**src/rtl/dtmr_pkg.sv**
```systemverilog
package dtmr_pkg;

  localparam int CNT_W    = 32;
  localparam int NARROW_W = 16;
  localparam int CTRL_W   = 8;

  // control bit positions (software decodes these)
  localparam int CB_ONESHOT  = 0;
  localparam int CB_WIDE     = 1;
  localparam int CB_PSC_LO   = 2;
  localparam int CB_IE       = 5;
  localparam int CB_PERIODIC = 6;
  localparam int CB_EN       = 7;

  localparam logic [CTRL_W-1:0] CTRL_RST = 8'h20;

  typedef enum logic [2:0] {
    REG_LIMIT  = 3'd0,
    REG_COUNT  = 3'd1,
    REG_CTRL   = 3'd2,
    REG_ICLR   = 3'd3,
    REG_RAW    = 3'd4,
    REG_MASKED = 3'd5,
    REG_BGLIM  = 3'd6,
    REG_NONE   = 3'd7
  } chan_reg_e;

  // restrict a count to the active width
  function automatic logic [CNT_W-1:0] fit_width(input logic [CNT_W-1:0] v,
                                                 input logic wide);
    if (wide) return v;
    return {{(CNT_W-NARROW_W){1'b0}}, v[NARROW_W-1:0]};
  endfunction

  // value loaded into the counter on a reload event
  function automatic logic [CNT_W-1:0] reload_value(input logic [CTRL_W-1:0] ctrl,
                                                    input logic [CNT_W-1:0] lim);
    logic free_run;
    free_run = !ctrl[CB_ONESHOT] && !ctrl[CB_PERIODIC];
    if (free_run) return fit_width({CNT_W{1'b1}}, ctrl[CB_WIDE]);
    return fit_width(lim, ctrl[CB_WIDE]);
  endfunction

  // identification byte sequence
  function automatic logic [7:0] id_byte(input logic [2:0] idx);
    case (idx)
      3'd0: return 8'h04;
      3'd1: return 8'h18;
      3'd2: return 8'h14;
      3'd3: return 8'h00;
      3'd4: return 8'h0D;
      3'd5: return 8'hF0;
      3'd6: return 8'h05;
      default: return 8'hB1;
    endcase
  endfunction

endpackage

```
**src/rtl/tmr_prescale.sv**
```systemverilog
module tmr_prescale #(
  parameter int PW = 8
) (
  input  logic       clk,
  input  logic       rst_n,
  input  logic       clr_i,
  input  logic       tick_i,
  input  logic [1:0] sel_i,
  output logic       pulse_o
);

  logic [PW-1:0] cnt_q;

  always_comb begin
    case (sel_i)
      2'd1:    pulse_o = tick_i && (cnt_q[3:0] == 4'hF);
      2'd2:    pulse_o = tick_i && (&cnt_q);
      default: pulse_o = tick_i;
    endcase
  end

  always_ff @(posedge clk) begin
    if (!rst_n || clr_i) cnt_q <= '0;
    else if (tick_i)     cnt_q <= cnt_q + 1'b1;
  end

endmodule

```
**src/rtl/tmr_channel.sv**
```systemverilog
module tmr_channel
  import dtmr_pkg::*;
(
  input  logic              clk,
  input  logic              rst_n,
  input  logic              tick_i,
  input  logic              wr_i,
  input  chan_reg_e         sel_i,
  input  logic [CNT_W-1:0]  wdata_i,
  output logic [CNT_W-1:0]  rdata_o,
  output logic              irq_o,
  output logic [CTRL_W-1:0] ctrl_o,
  output logic [CNT_W-1:0]  limit_o
);

  logic [CTRL_W-1:0] ctrl_q;
  logic [CNT_W-1:0]  limit_q;
  logic [CNT_W-1:0]  count_q;
  logic              raw_q;

  // named events
  logic limit_wr, ctrl_wr, clr_wr, bglim_wr;
  logic psc_pulse, dec_tick, expire_ev;
  logic at_zero;

  assign limit_wr = wr_i && (sel_i == REG_LIMIT);
  assign ctrl_wr  = wr_i && (sel_i == REG_CTRL);
  assign clr_wr   = wr_i && (sel_i == REG_ICLR);
  assign bglim_wr = wr_i && (sel_i == REG_BGLIM);
  assign at_zero  = (count_q == '0);

  tmr_prescale #(.PW(8)) u_psc (
    .clk     (clk),
    .rst_n   (rst_n),
    .clr_i   (ctrl_wr),
    .tick_i  (tick_i),
    .sel_i   (ctrl_q[CB_PSC_LO +: 2]),
    .pulse_o (psc_pulse)
  );

  assign dec_tick  = psc_pulse && ctrl_q[CB_EN] && !limit_wr && !ctrl_wr;
  assign expire_ev = dec_tick && (count_q == CNT_W'(1));

  always_ff @(posedge clk) begin
    if (!rst_n) begin
      ctrl_q  <= CTRL_RST;
      limit_q <= '0;
      count_q <= '0;
    end else begin
      if (ctrl_wr) ctrl_q <= wdata_i[CTRL_W-1:0];
      if (limit_wr || bglim_wr) limit_q <= wdata_i;
      if (limit_wr) begin
        count_q <= reload_value(ctrl_q, wdata_i);
      end else if (ctrl_wr) begin
        if (wdata_i[CB_EN]) count_q <= reload_value(wdata_i[CTRL_W-1:0], limit_q);
        else                count_q <= fit_width(count_q, wdata_i[CB_WIDE]);
      end else if (dec_tick) begin
        if (!at_zero)                count_q <= count_q - 1'b1;
        else if (!ctrl_q[CB_ONESHOT]) count_q <= reload_value(ctrl_q, limit_q);
      end
    end
  end

  always_ff @(posedge clk) begin
    if (!rst_n)         raw_q <= 1'b0;
    else if (expire_ev) raw_q <= 1'b1;
    else if (clr_wr)    raw_q <= 1'b0;
  end

  always_comb begin
    case (sel_i)
      REG_LIMIT, REG_BGLIM: rdata_o = limit_q;
      REG_COUNT:            rdata_o = count_q;
      REG_CTRL:             rdata_o = {{(CNT_W-CTRL_W){1'b0}}, ctrl_q};
      REG_RAW:              rdata_o = {{(CNT_W-1){1'b0}}, raw_q};
      REG_MASKED:           rdata_o = {{(CNT_W-1){1'b0}}, raw_q && ctrl_q[CB_IE]};
      default:              rdata_o = '0;
    endcase
  end

  assign irq_o   = raw_q && ctrl_q[CB_IE];
  assign ctrl_o  = ctrl_q;
  assign limit_o = limit_q;

  // narrow counter keeps its upper half clear
  assert_narrow_count_R6: assert property (@(posedge clk) disable iff (!rst_n)
    !ctrl_q[CB_WIDE] |-> (count_q[CNT_W-1:NARROW_W] == '0));

  // an expiry leaves the raw flag set
  assert_expire_sets_raw_R5: assert property (@(posedge clk) disable iff (!rst_n)
    expire_ev |=> raw_q);

  // one-shot at zero holds
  assert_oneshot_hold_R5: assert property (@(posedge clk) disable iff (!rst_n)
    (ctrl_q[CB_EN] && ctrl_q[CB_ONESHOT] && at_zero && !wr_i) |=> (count_q == '0));

  // clear without a competing expiry drops the flag
  assert_clear_drops_raw_R7: assert property (@(posedge clk) disable iff (!rst_n)
    (clr_wr && !expire_ev) |=> !raw_q);

  // a stopped channel does not count
  assert_idle_hold_R4: assert property (@(posedge clk) disable iff (!rst_n)
    (!ctrl_q[CB_EN] && !wr_i) |=> $stable(count_q));

endmodule

```
**src/rtl/dual_timer_top.sv**
```systemverilog
module dual_timer_top
  import dtmr_pkg::*;
#(
  parameter int AW   = 12,
  parameter int N_CH = 2
) (
  input  logic             clk,
  input  logic             rst_n,
  input  logic [N_CH-1:0]  tick_i,
  input  logic [AW-1:0]    bus_addr,
  input  logic             bus_wr,
  input  logic             bus_rd,
  input  logic [CNT_W-1:0] bus_wdata,
  output logic [CNT_W-1:0] bus_rdata,
  output logic             irq_o
);

  localparam int CH_AW = 5;                       // 32-byte bank per channel
  localparam int IDX_W = AW - CH_AW;
  localparam logic [AW-1:0] ID_BASE = AW'((1 << AW) - 32);
  localparam logic [AW-1:0] CH_END  = AW'(N_CH << CH_AW);

  logic [IDX_W-1:0] ch_idx;
  chan_reg_e        reg_sel;
  logic             in_chan, in_id;
  logic [CNT_W-1:0] rd_mux;

  logic [CNT_W-1:0]  ch_rdata [N_CH];
  logic [CTRL_W-1:0] ch_ctrl  [N_CH];
  logic [CNT_W-1:0]  ch_limit [N_CH];
  logic [N_CH-1:0]   ch_irq;

  assign ch_idx  = bus_addr[AW-1:CH_AW];
  assign reg_sel = chan_reg_e'(bus_addr[CH_AW-1:2]);
  assign in_chan = (bus_addr < CH_END);
  assign in_id   = (bus_addr >= ID_BASE);

  for (genvar g = 0; g < N_CH; g++) begin : g_ch
    logic ch_wr;
    assign ch_wr = bus_wr && (ch_idx == IDX_W'(g));

    tmr_channel u_ch (
      .clk     (clk),
      .rst_n   (rst_n),
      .tick_i  (tick_i[g]),
      .wr_i    (ch_wr),
      .sel_i   (reg_sel),
      .wdata_i (bus_wdata),
      .rdata_o (ch_rdata[g]),
      .irq_o   (ch_irq[g]),
      .ctrl_o  (ch_ctrl[g]),
      .limit_o (ch_limit[g])
    );

    // writes at or above the channel banks leave this channel alone
    assert_high_write_ignored_R9: assert property (@(posedge clk) disable iff (!rst_n)
      (bus_wr && !in_chan) |=> ($stable(ch_ctrl[g]) && $stable(ch_limit[g])));
  end

  always_comb begin
    rd_mux = '0;
    if (in_chan) begin
      for (int i = 0; i < N_CH; i++)
        if (ch_idx == IDX_W'(i)) rd_mux = ch_rdata[i];
    end else if (in_id) begin
      rd_mux = {{(CNT_W-8){1'b0}}, id_byte(bus_addr[CH_AW-1:2])};
    end
  end

  always_ff @(posedge clk) begin
    if (!rst_n)      bus_rdata <= '0;
    else if (bus_rd) bus_rdata <= rd_mux;
  end

  assign irq_o = |ch_irq;

  // identification reads carry only a byte
  assert_id_upper_zero_R8: assert property (@(posedge clk) disable iff (!rst_n)
    (bus_rd && in_id) |=> (bus_rdata[CNT_W-1:8] == '0));

  // unmapped reads return zero
  assert_unmapped_zero_R9: assert property (@(posedge clk) disable iff (!rst_n)
    (bus_rd && !in_chan && !in_id) |=> (bus_rdata == '0));

  // read data holds between reads
  assert_rdata_hold_R10: assert property (@(posedge clk) disable iff (!rst_n)
    !bus_rd |=> $stable(bus_rdata));

endmodule

```
**config.mk**
```make
export PLATFORM = sky130hd
export DESIGN_NAME = dual_timer_top
export DESIGN_NICKNAME = d
export VERILOG_FILES = /design/src/rtl/dtmr_pkg.sv /design/src/rtl/tmr_prescale.sv /design/src/rtl/tmr_channel.sv /design/src/rtl/dual_timer_top.sv
export SDC_FILE = /design/constraint.sdc
export NUM_CORES = 1
export LEC_CHECK = 0
export BUFFER_PORTS_ARGS = -buffer_cell sky130_fd_sc_hd__buf_2
export CORE_MARGIN = 4
export CORE_UTILIZATION = 50
export DETAILED_ROUTE_END_ITERATION = 12
export PLACE_DENSITY = 0.74
export SYNTH_ARGS = -nofsm -noshare
export SYNTH_HDL_FRONTEND = slang
export SYNTH_SLANG_ARGS = --single-unit
```
**constraint.sdc**
```tcl
create_clock -name clk -period 3.9 [get_ports clk]
set_input_delay 0.39 -clock clk [delete_from_list [all_inputs] [get_ports clk]]
set_output_delay 0.39 -clock clk [all_outputs]
set_load 0.05 [all_outputs]
```
==> results.md, run 1 <==
* Core area at 23400 um^2
* Critical Path RT at 4270 ps
* IO Pins at 83
* Critical path fanouts, max at 9
* Clock share of power at 0.453
* Tcrit/Tclk final at 0.846
* Startpoint Class: flip-flop
* Die Wd at 162 um
* Area Overhead vs Synth at 10.8%
* FFs w/ async S/R, synth at 0
* Layout cells sized above 1 at 0.118
* Congestion Overflow GR at 0
* Largest net degree at the start of global routing at 89
* Wire per inst at 21.9 um
* Rel. slew slack at 0.363
* Post-route setup slack at 600 ps
* Pwr Total at 4260 uW
* Post-DP Area at 12500 um^2
* Clock Skews at 12.5 ps
* Met3 wire len at 4650 um
* Critical path class: flip-flop to flip-flop
* Gate power share at 0.079
* Hold WC Path Type: input port to flip-flop
* Reg power frac at 0.468
* Synth Net Count at 1650
* Max Freq at 303 MHz
* Maximum vdd ir drop at 0.238 mV
* Drt pass-1 iters at 8
* Root buffer cell: clkbuf_16
* Critical path, cell by cell: or4_1 > or4_1 > nor4_4 > mux2_2 > o211ai_1 > o211ai_1 > a21boi_0
* Skew-Pair Late Insertion Delay at 450 ps
* Post_cts resized at 0
* Dpl ws at 717 ps
* Static leakage at 0.00499 uW
* Antenna viol nets, final at 0
* Gr usage total at 0.313
* Site Rows at 56
* Post-DP HPWL at 29000 um
* Delay-heaviest family, CP: simple AND/OR/NAND/NOR gates
* Vias at 12736
* Initial antenna violation count at 0
* Synthesized cell area at 11900 um^2
* First-pass GRT wire length at 65900 um
* Total of max-cap violations at 0
* Final wirelength at 42300 um
* RSZ-0062 raised after global routing: no
* Switch share at 0.254
* DR iter-0 viols at 1554
* Met1 WL at 17600 um
* FF+latch area at 3880 um^2
* Final hold vios at 0
* Vias per inst at 6.59
* Worst path bufs/invs at 0
* PD cells at 324 nW/um^2
* Max Slew Vio Count at 0
* Sum Neg Setup Slack at 0 ps
* CP max stage cell: or4_1
* Footprint of the multi-input gates at 7330 um^2
* Avg Cell Area, Syn at 7.45 um^2
* Most common flop cell mapped by yosys: dfxtp_1
* Port buffer count at 80
* Worst Setup End Kind: flip-flop
* Final Setup Violations at 0
* Die Ht at 162 um
* Post-synth EDFFs at 0
* # nets final at 1661
* Fillers at 2274
* # H-tree levels at 4
* Die ar. at 26200 um^2
* Initial core utilization at 0.507
* Postcts setup bufs at 0
* YS warnings at 0
* CTS tree: yes
* Hold buffers post-CTS at 0
* Yosys cell types at 74
* Total clock sinks at 194
* WP data arrival at 3670 ps
* Cell count after synthesis at 1592
* Metal2 WL at 18800 um
* Outcome: finished, final reports clean
* Reg clk slew, reported paths at 70 ps
* Maximum clock path buffer count at 2
* Finished Cell Area at 13100 um^2
* FF-to-FF setup slack at 600 ps
* Routability cong. at 0.975
* Total CTS buffers at 17
* Residual DRC at 0
* Register bit total from synthesis at 194
* Number of global-route vias before repair at 11647
* Antenna diodes at 0
* Worst-Margin Slew at 948 ps
* Hold slack final at 243 ps
* Sequential share of the synthesized area at 0.327
* Worst stage delay on the critical path at 660 ps
* Highest Signal Layer: met4
* Minimum clock period at 3300 ps
* Switching power at 1080 uW
* Int Power at 3180 uW
-- flip-flops by register name, indices dropped and copies added, names as in the netlist --
name	cells
g_ch.u_ch.limit_o	64
g_ch.u_ch.raw_q	2
bus_rdata	32
g_ch.u_ch.count_q	64
g_ch.u_ch.u_psc.cnt_q	16
g_ch.u_ch.ctrl_o	16
-- synthesized netlist by cell type (all sizes together) (29+ instances only) --
| master | instances | area (um^2) |
|---|---|---|
| nand2 | 247 | 927 |
| a21boi | 105 | 796 |
| and2 | 30 | 188 |
| xnor2 | 29 | 254 |
| clkbuf | 121 | 454 |
| nor3 | 37 | 190 |
| inv | 41 | 154 |
| a221oi | 55 | 482 |
| nor2 | 135 | 507 |
| dfxtp | 194 | 3880 |
| nand3 | 29 | 145 |
| a21oi | 84 | 420 |
| o21ai | 134 | 671 |
-- worst reg2reg max path: stages, from the launching register on --
cell and delay [ps]:
dfxtp_1 390, or4_1 660, or4_1 630, nor4_4 650, mux2_2 410, o211ai_1 180
o211ai_1 120, a21boi_0 190
-- placed cells by master (no fill, tap or decap), types with 29 or more instances in the layout --
cell,count
a21boi_0,94
a21oi_1,84
a221oi_1,55
and2_1,30
buf_2,79
buf_4,42
dfxtp_1,194
inv_1,41
nand2_1,247
nand3_1,29
nor2_1,131
nor3_1,35
o21ai_0,134
xnor2_1,29
-- area by class of cell --
class | count | share of cell area
Clock buffer | 19 | 0.0337
Tap cell | 319 | 0.0304
Inverter | 41 | 0.0117
Multi-Input combinational cell | 1226 | 0.558
Timing Repair Buffer | 123 | 0.0571
Sequential cell | 194 | 0.296
Clock inverter | 12 | 0.0138
-- power groups by stage --
stage          Sequential [uW]  Clock [uW]  Combinational (uW)
3_5_place_dp              2040           0                 323
4_1_cts                   2000        1920                 324
3_3_place_gp              2040           0                 320
2_1_floorplan             2050           0                 178
6_report                  2000        1930                 338
5_1_grt                   2000        2000                 354
-- cells by family after synthesis --
family,share of synthesized area
AOI/OAI and AO/OA,0.315
DFF,0.327
muxes,0.0108
xor gates and xnor gates,0.0377
buffers and inverters,0.0572
and+or+nand+nor,0.243
adders and majority gates,0.00844
-- per-layer routing --
layer / vias up / track usage
li1: 5827 / -
met1: 6027 / 0.436
met2: 762 / 0.488
met3: 120 / 0.0685
met4: 0 / 0.0934
met5: - / 0
-- path summary, 6_finish.rpt --
path                                  from                  endpoint  cells past startpoint
setup / recovery  g_ch[1].u_ch.count_q[16]   g_ch[1].u_ch.count_q[5]                      7
hold / removal               bus_wdata[25]  g_ch[0].u_ch.limit_o[25]                      3
setup reg to reg  g_ch[1].u_ch.count_q[16]   g_ch[1].u_ch.count_q[5]                      7
hold reg to reg     g_ch[0].u_ch.ctrl_o[4]    g_ch[0].u_ch.ctrl_o[4]                      2
-- stage by stage --
| stage | util | std cells |
|---|---|---|
| 2_1_floorplan | - | 1592 |
| 5_1_grt | 0.561 | 1934 |
| 6_report | 0.561 | 1934 |
| 4_1_cts | 0.561 | 1934 |
| 3_5_place_dp | 0.535 | 1903 |
| 3_3_place_gp | 0.535 | 1903 |
No activity file was read; power rests on OpenSTA's default activity.
==> run 2, diff against run 1 <==
==> constraint.sdc (replaced) <==
create_clock -name clk -period 3.42 [get_ports clk]
set_input_delay 0.342 -clock clk [delete_from_list [all_inputs] [get_ports clk]]
set_output_delay 0.342 -clock clk [all_outputs]
set_load 0.05 [all_outputs]
==> run 2 against run 1 <==
Net effect: wire length up 0.50%; clock-buffer cell count down 2; critical path depth unchanged; clock skew up 1.7 ps; non-clock buffer count up 18; clock power up 7%.
==> results.md, run 2 (same netlist as run 1, synthesis figures left out) <==
* Outcome: finished, final reports clean
* Hold buffers post-CTS at 0
* Residual DRC at 0
* # nets final at 1679
* PD cells at 358 nW/um^2
* Tcrit/Tclk final at 0.937
* Clock Skews at 14.2 ps
* Commonest non-fill, non-tap cell in the layout: nand2_1
* Initial core utilization at 0.507
* Wire per inst at 21.8 um
* Sum Neg Setup Slack at 0 ps
* Antenna viol nets, final at 0
* Drt pass-1 iters at 6
* Placed Cells at 1921
* Number of global-route vias before repair at 11796
* Die Wd at 162 um
* Total CTS buffers at 17
* Hold slack final at 203 ps
* Final wirelength at 42600 um
* Routability cong. at 0.971
* CTS tree: yes
* Site Rows at 56
* Static leakage at 0.00507 uW
* Core area at 23400 um^2
* Critical Path RT at 3760 ps
* Vias at 12742
* Gr usage total at 0.315
* Reg clk slew, reported paths at 80 ps
* Maximum vdd ir drop at 0.357 mV
* Total clock sinks at 194
* Maximum clock path buffer count at 2
* Skew-Pair Late Insertion Delay at 450 ps
* Initial antenna violation count at 0
* Final hold vios at 0
* Worst Setup End Kind: flip-flop
* Final Setup Violations at 0
* Max Slew Vio Count at 0
* Congestion Overflow GR at 0
* Hold WC Path Type: input port to flip-flop
* Critical path class: flip-flop to flip-flop
* Antenna diodes at 0
* Post_cts resized at 0
* Rel. slew slack at 0.182
* Root buffer cell: clkbuf_16
* Total of max-cap violations at 0
* Post-DP Area at 12700 um^2
* RSZ-0062 raised after global routing: no
* Die ar. at 26200 um^2
* IO Pins at 83
* Post-DP HPWL at 29200 um
* Final Util at 0.565
* WP data arrival at 3540 ps
* Vias per inst at 6.52
* Finished Cell Area at 13200 um^2
* Largest net degree at the start of global routing at 95
* Max Freq at 312 MHz
* # H-tree levels at 4
* Critical path fanouts, max at 22
* Startpoint Class: flip-flop
* Non-filler cells in the finished layout at 1953
* Postcts setup bufs at 0
* Minimum clock period at 3200 ps
* First-pass GRT wire length at 66400 um
* Port buffer count at 80
* DR iter-0 viols at 1772
* Layout cells sized above 1 at 0.129
* Commonest cells after routing, fill and taps aside: nand2_1 (247), dfxtp_1 (194), o21ai_0 (134), nor2_1 (131), a21boi_0 (94)
* Die Ht at 162 um
* Worst-Margin Slew at 1230 ps
* Fillers at 2234
* Area Overhead vs Synth at 11.6%
==> run 2: worst paths after layout <==
check	from	endpoint	depth (start not counted)	slack, ps
worst max-delay path	g_ch[0].u_ch.count_q[24]	g_ch[0].u_ch.count_q[2]	7	220
worst min-delay path	tick_i[0]	g_ch[0].u_ch.u_psc.cnt_q[0]	3	200
worst max register to register	g_ch[0].u_ch.count_q[24]	g_ch[0].u_ch.count_q[2]	7	220
worst min register to register	g_ch[0].u_ch.ctrl_o[4]	g_ch[0].u_ch.ctrl_o[4]	2	470
==> run 2: layout make-up <==
| cell class | count | area, um^2 | area share |
|---|---|---|---|
| Clock buffer | 17 | 425 | 0.0321 |
| Clock inverter | 15 | 158 | 0.0119 |
| Inverter | 41 | 154 | 0.0116 |
| Multi-Input combinational cell | 1226 | 7330 | 0.554 |
| Sequential cell | 194 | 3880 | 0.293 |
| Tap cell | 319 | 399 | 0.0302 |
| Timing Repair Buffer | 141 | 886 | 0.0669 |
==> run 2: report_power, final <==
part | total [uW] | internal, uW | switching (uW)
clock network | 2070 | 1040 | 1030
registers | 2280 | 2270 | 8.72
logic | 395 | 121 | 274
==> run 2: layer usage <==
metal	vias up	wire (um)	global-route usage
met3	121	4970	0.0713
li1	5862	-	-
met2	762	18800	0.486
met5	-	0	0
met4	0	1440	0.112
met1	5997	17300	0.435
==> run 2: through the flow <==
step	power, uW	setup WS, ps
after floorplan	2540	573
after global placement	2700	362
after detailed placement	2710	305
after CTS	4720	285
after global routing	4840	106
final	4740	217
==> run 2: critical path: stages (launching register included) <==
cell and delay [ps]:
dfxtp_1 370, or3_1 410, or4_4 560, nor4_1 630, o2bb2ai_1 290, or2_2 500
nor2_1 100, a32o_1 230
==> run 3, diff against run 2 <==
--- a/config.mk
+++ b/config.mk
@@ -8,8 +8,10 @@
 export BUFFER_PORTS_ARGS = -buffer_cell sky130_fd_sc_hd__buf_2
 export CORE_MARGIN = 4
 export CORE_UTILIZATION = 50
+export CTS_CLUSTER_DIAMETER = 60
 export DETAILED_ROUTE_END_ITERATION = 12
 export PLACE_DENSITY = 0.74
 export SYNTH_ARGS = -nofsm -noshare
 export SYNTH_HDL_FRONTEND = slang
+export SYNTH_HIERARCHICAL = 1
 export SYNTH_SLANG_ARGS = --single-unit
==> run 3 against run 2 <==
Net effect: register-to-register slack improved by 80 ps; first-iteration DRC count shrank 10%; sequential cell count unchanged; clock-buffer cell count increased by 3; final cell count is 1.4% higher; synthesized cell count rose by 0.94%; global-route usage decreased by 0.41 points; wire length rose by 1.0%; via count up 2.4%; synthesized area is 3.9% higher; worst hold slack lost 3.7 ps.
==> results.md, run 3 <==
* Outcome: finished, final reports clean
* Synth top area share at 0.315
* Startpoint Class: flip-flop
* Minimum clock period at 3120 ps
* IO Pins at 83
* Die Wd at 165 um
* Clock Skews at 15.9 ps
* Total CTS buffers at 17
* Vias per inst at 6.59
* First-pass GRT wire length at 66800 um
* Footprint of the multi-input gates at 7770 um^2
* Die Ht at 165 um
* Area Overhead vs Synth at 11.1%
* Synth Net Count at 1665
* Gr usage total at 0.311
* Total of max-cap violations at 0
* # nets final at 1701
* Postcts setup bufs at 0
* Avg Cell Area, Syn at 7.67 um^2
* Rel. slew slack at 0.408
* Initial core utilization at 0.508
* Skew-Pair Late Insertion Delay at 450 ps
* PD cells at 340 nW/um^2
* Sum Neg Setup Slack at 0 ps
* Hold WC Path Type: input port to flip-flop
* Post_cts resized at 0
* Max Slew Vio Count at 0
* Antenna viol nets, final at 0
* Worst-Margin Slew at 885 ps
* Cell count after synthesis at 1607
* Initial antenna violation count at 0
* YS warnings at 6
* Yosys cell types at 85
* FF+latch area at 3880 um^2
* Post-synth EDFFs at 0
* DR iter-0 viols at 1588
* Layout cells sized above 1 at 0.160
* Final Util at 0.565
* Post-DP Area at 13100 um^2
* WP data arrival at 3460 ps
* Fillers at 2287
* Most common flop cell mapped by yosys: dfxtp_1
* Critical path class: flip-flop to flip-flop
* Commonest cells in the synthesized netlist: nand2_1 (261), dfxtp_1 (194), o21ai_0 (128), clkbuf_1 (108), a21boi_0 (98)
* Final hold vios at 0
* Yosys top cell by area: dfxtp_1
* # H-tree levels at 4
* Port buffer count at 80
* Final Setup Violations at 0
* Number of global-route vias before repair at 11737
* Largest cells by area after synthesis: dfxtp_1 (32%), nand2_1 (8.0%), a21boi_0 (6.0%)
* FFs w/ async S/R, synth at 0
* Post-DP HPWL at 30400 um
* Root buffer cell: clkbuf_16
* Max Freq at 320 MHz
* RSZ-0062 raised after global routing: no
* Synthesized cell area at 12300 um^2
* Routability cong. at 0.974
* Tcrit/Tclk final at 0.913
* Die ar. at 27200 um^2
* Worst Setup End Kind: flip-flop
* Congestion Overflow GR at 0
* Total clock sinks at 194
* Residual DRC at 0
* Maximum clock path buffer count at 2
* Commonest non-fill, non-tap cell in the layout: nand2_1
* Reg clk slew, reported paths at 80 ps
* Final wirelength at 43000 um
* Sequential share of the synthesized area at 0.315
* Commonest cells after routing, fill and taps aside: nand2_1 (261), dfxtp_1 (194), o21ai_0 (128), a21boi_0 (98)
* Vias at 13052
* Largest net degree at the start of global routing at 56
* Register bit total from synthesis at 194
* Maximum vdd ir drop at 0.287 mV
* Wire per inst at 21.7 um
* Static leakage at 0.00510 uW
* FF-to-FF setup slack at 300 ps
* Hold buffers post-CTS at 0
* Finished Cell Area at 13700 um^2
* Drt pass-1 iters at 5
* Site Rows at 57
* Core area at 24200 um^2
* Critical path fanouts, max at 10
* Antenna diodes at 0
* CTS tree: yes
* Critical Path RT at 3760 ps
* Most common cell in the synthesized netlist: nand2_1
[run 3: cell count changes after synthesis, sizes merged, moves of 27 or more]
cell and delta:
a221oi -48, nor2 -54, inv -29, a22o +46, nand2b +27, nand3 +37
[run 3: layout make-up]
cell class                 count  area share
multi-input combinational   1258       0.568
clock buffer                  20      0.0341
inverter                      12     0.00329
timing repair buffer         160      0.0733
sequential                   194       0.284
tap                          324      0.0296
clock inverter                12     0.00850
[run 3: path summary, 6_finish.rpt]
check,cells past startpoint,start,end
setup / recovery,6,g_ch[0].u_ch/count_q[9],g_ch[0].u_ch/count_q[15]
hold / removal,3,bus_wdata[27],g_ch[0].u_ch/limit_o[27]
setup reg to reg,6,g_ch[0].u_ch/count_q[9],g_ch[0].u_ch/count_q[15]
hold reg to reg,2,bus_rdata[10],bus_rdata[10]
[run 3: metrics by stage]
stage	hold WS [ps]	worst slack [ps]	std cells	power, uW
after detailed placement	455	192	1948	2670
after global placement	448	212	1948	2660
after global routing	200	68.3	1980	4770
after floorplan	444	57.7	1607	2520
after CTS	200	332	1980	4660
final	200	296	1980	4660
[run 3: logic make-up (layout without fill, tap and decap cells)]
kind of cell | Yosys count | count (layout) | share of synthesized area
adders and majority gates | 8 | 8 | 0.00812
DFF | 194 | 194 | 0.315
buffers and inverters | 155 | 204 | 0.0551
xor gates and xnor gates | 42 | 42 | 0.0299
AOI/OAI and AO/OA | 545 | 545 | 0.305
muxes | 37 | 37 | 0.0327
and+or+nand+nor | 626 | 626 | 0.254
[run 3: report_power, final]
group	internal, uW	switching (uW)	total, uW
registers	2260	8.38	2270
logic	113	242	355
clock network	1020	1010	2030
[run 3: critical path: stages, from the launching register on]
cell     delay [ps]
dfxtp_1         380
or4_1           720
nor4_4          510
and3_1          490
a21oi_1         350
a211o_1         320
a32o_1          240
[run 3: per-layer routing]
layer / part of all wire / GRT usage / vias to the layer above
met5: 0 / 0 / -
met2: 0.44 / 0.482 / 814
met1: 0.42 / 0.431 / 6150
met3: 0.10 / 0.0562 / 129
li1: - / - / 5959
met4: 0.040 / 0.115 / 0
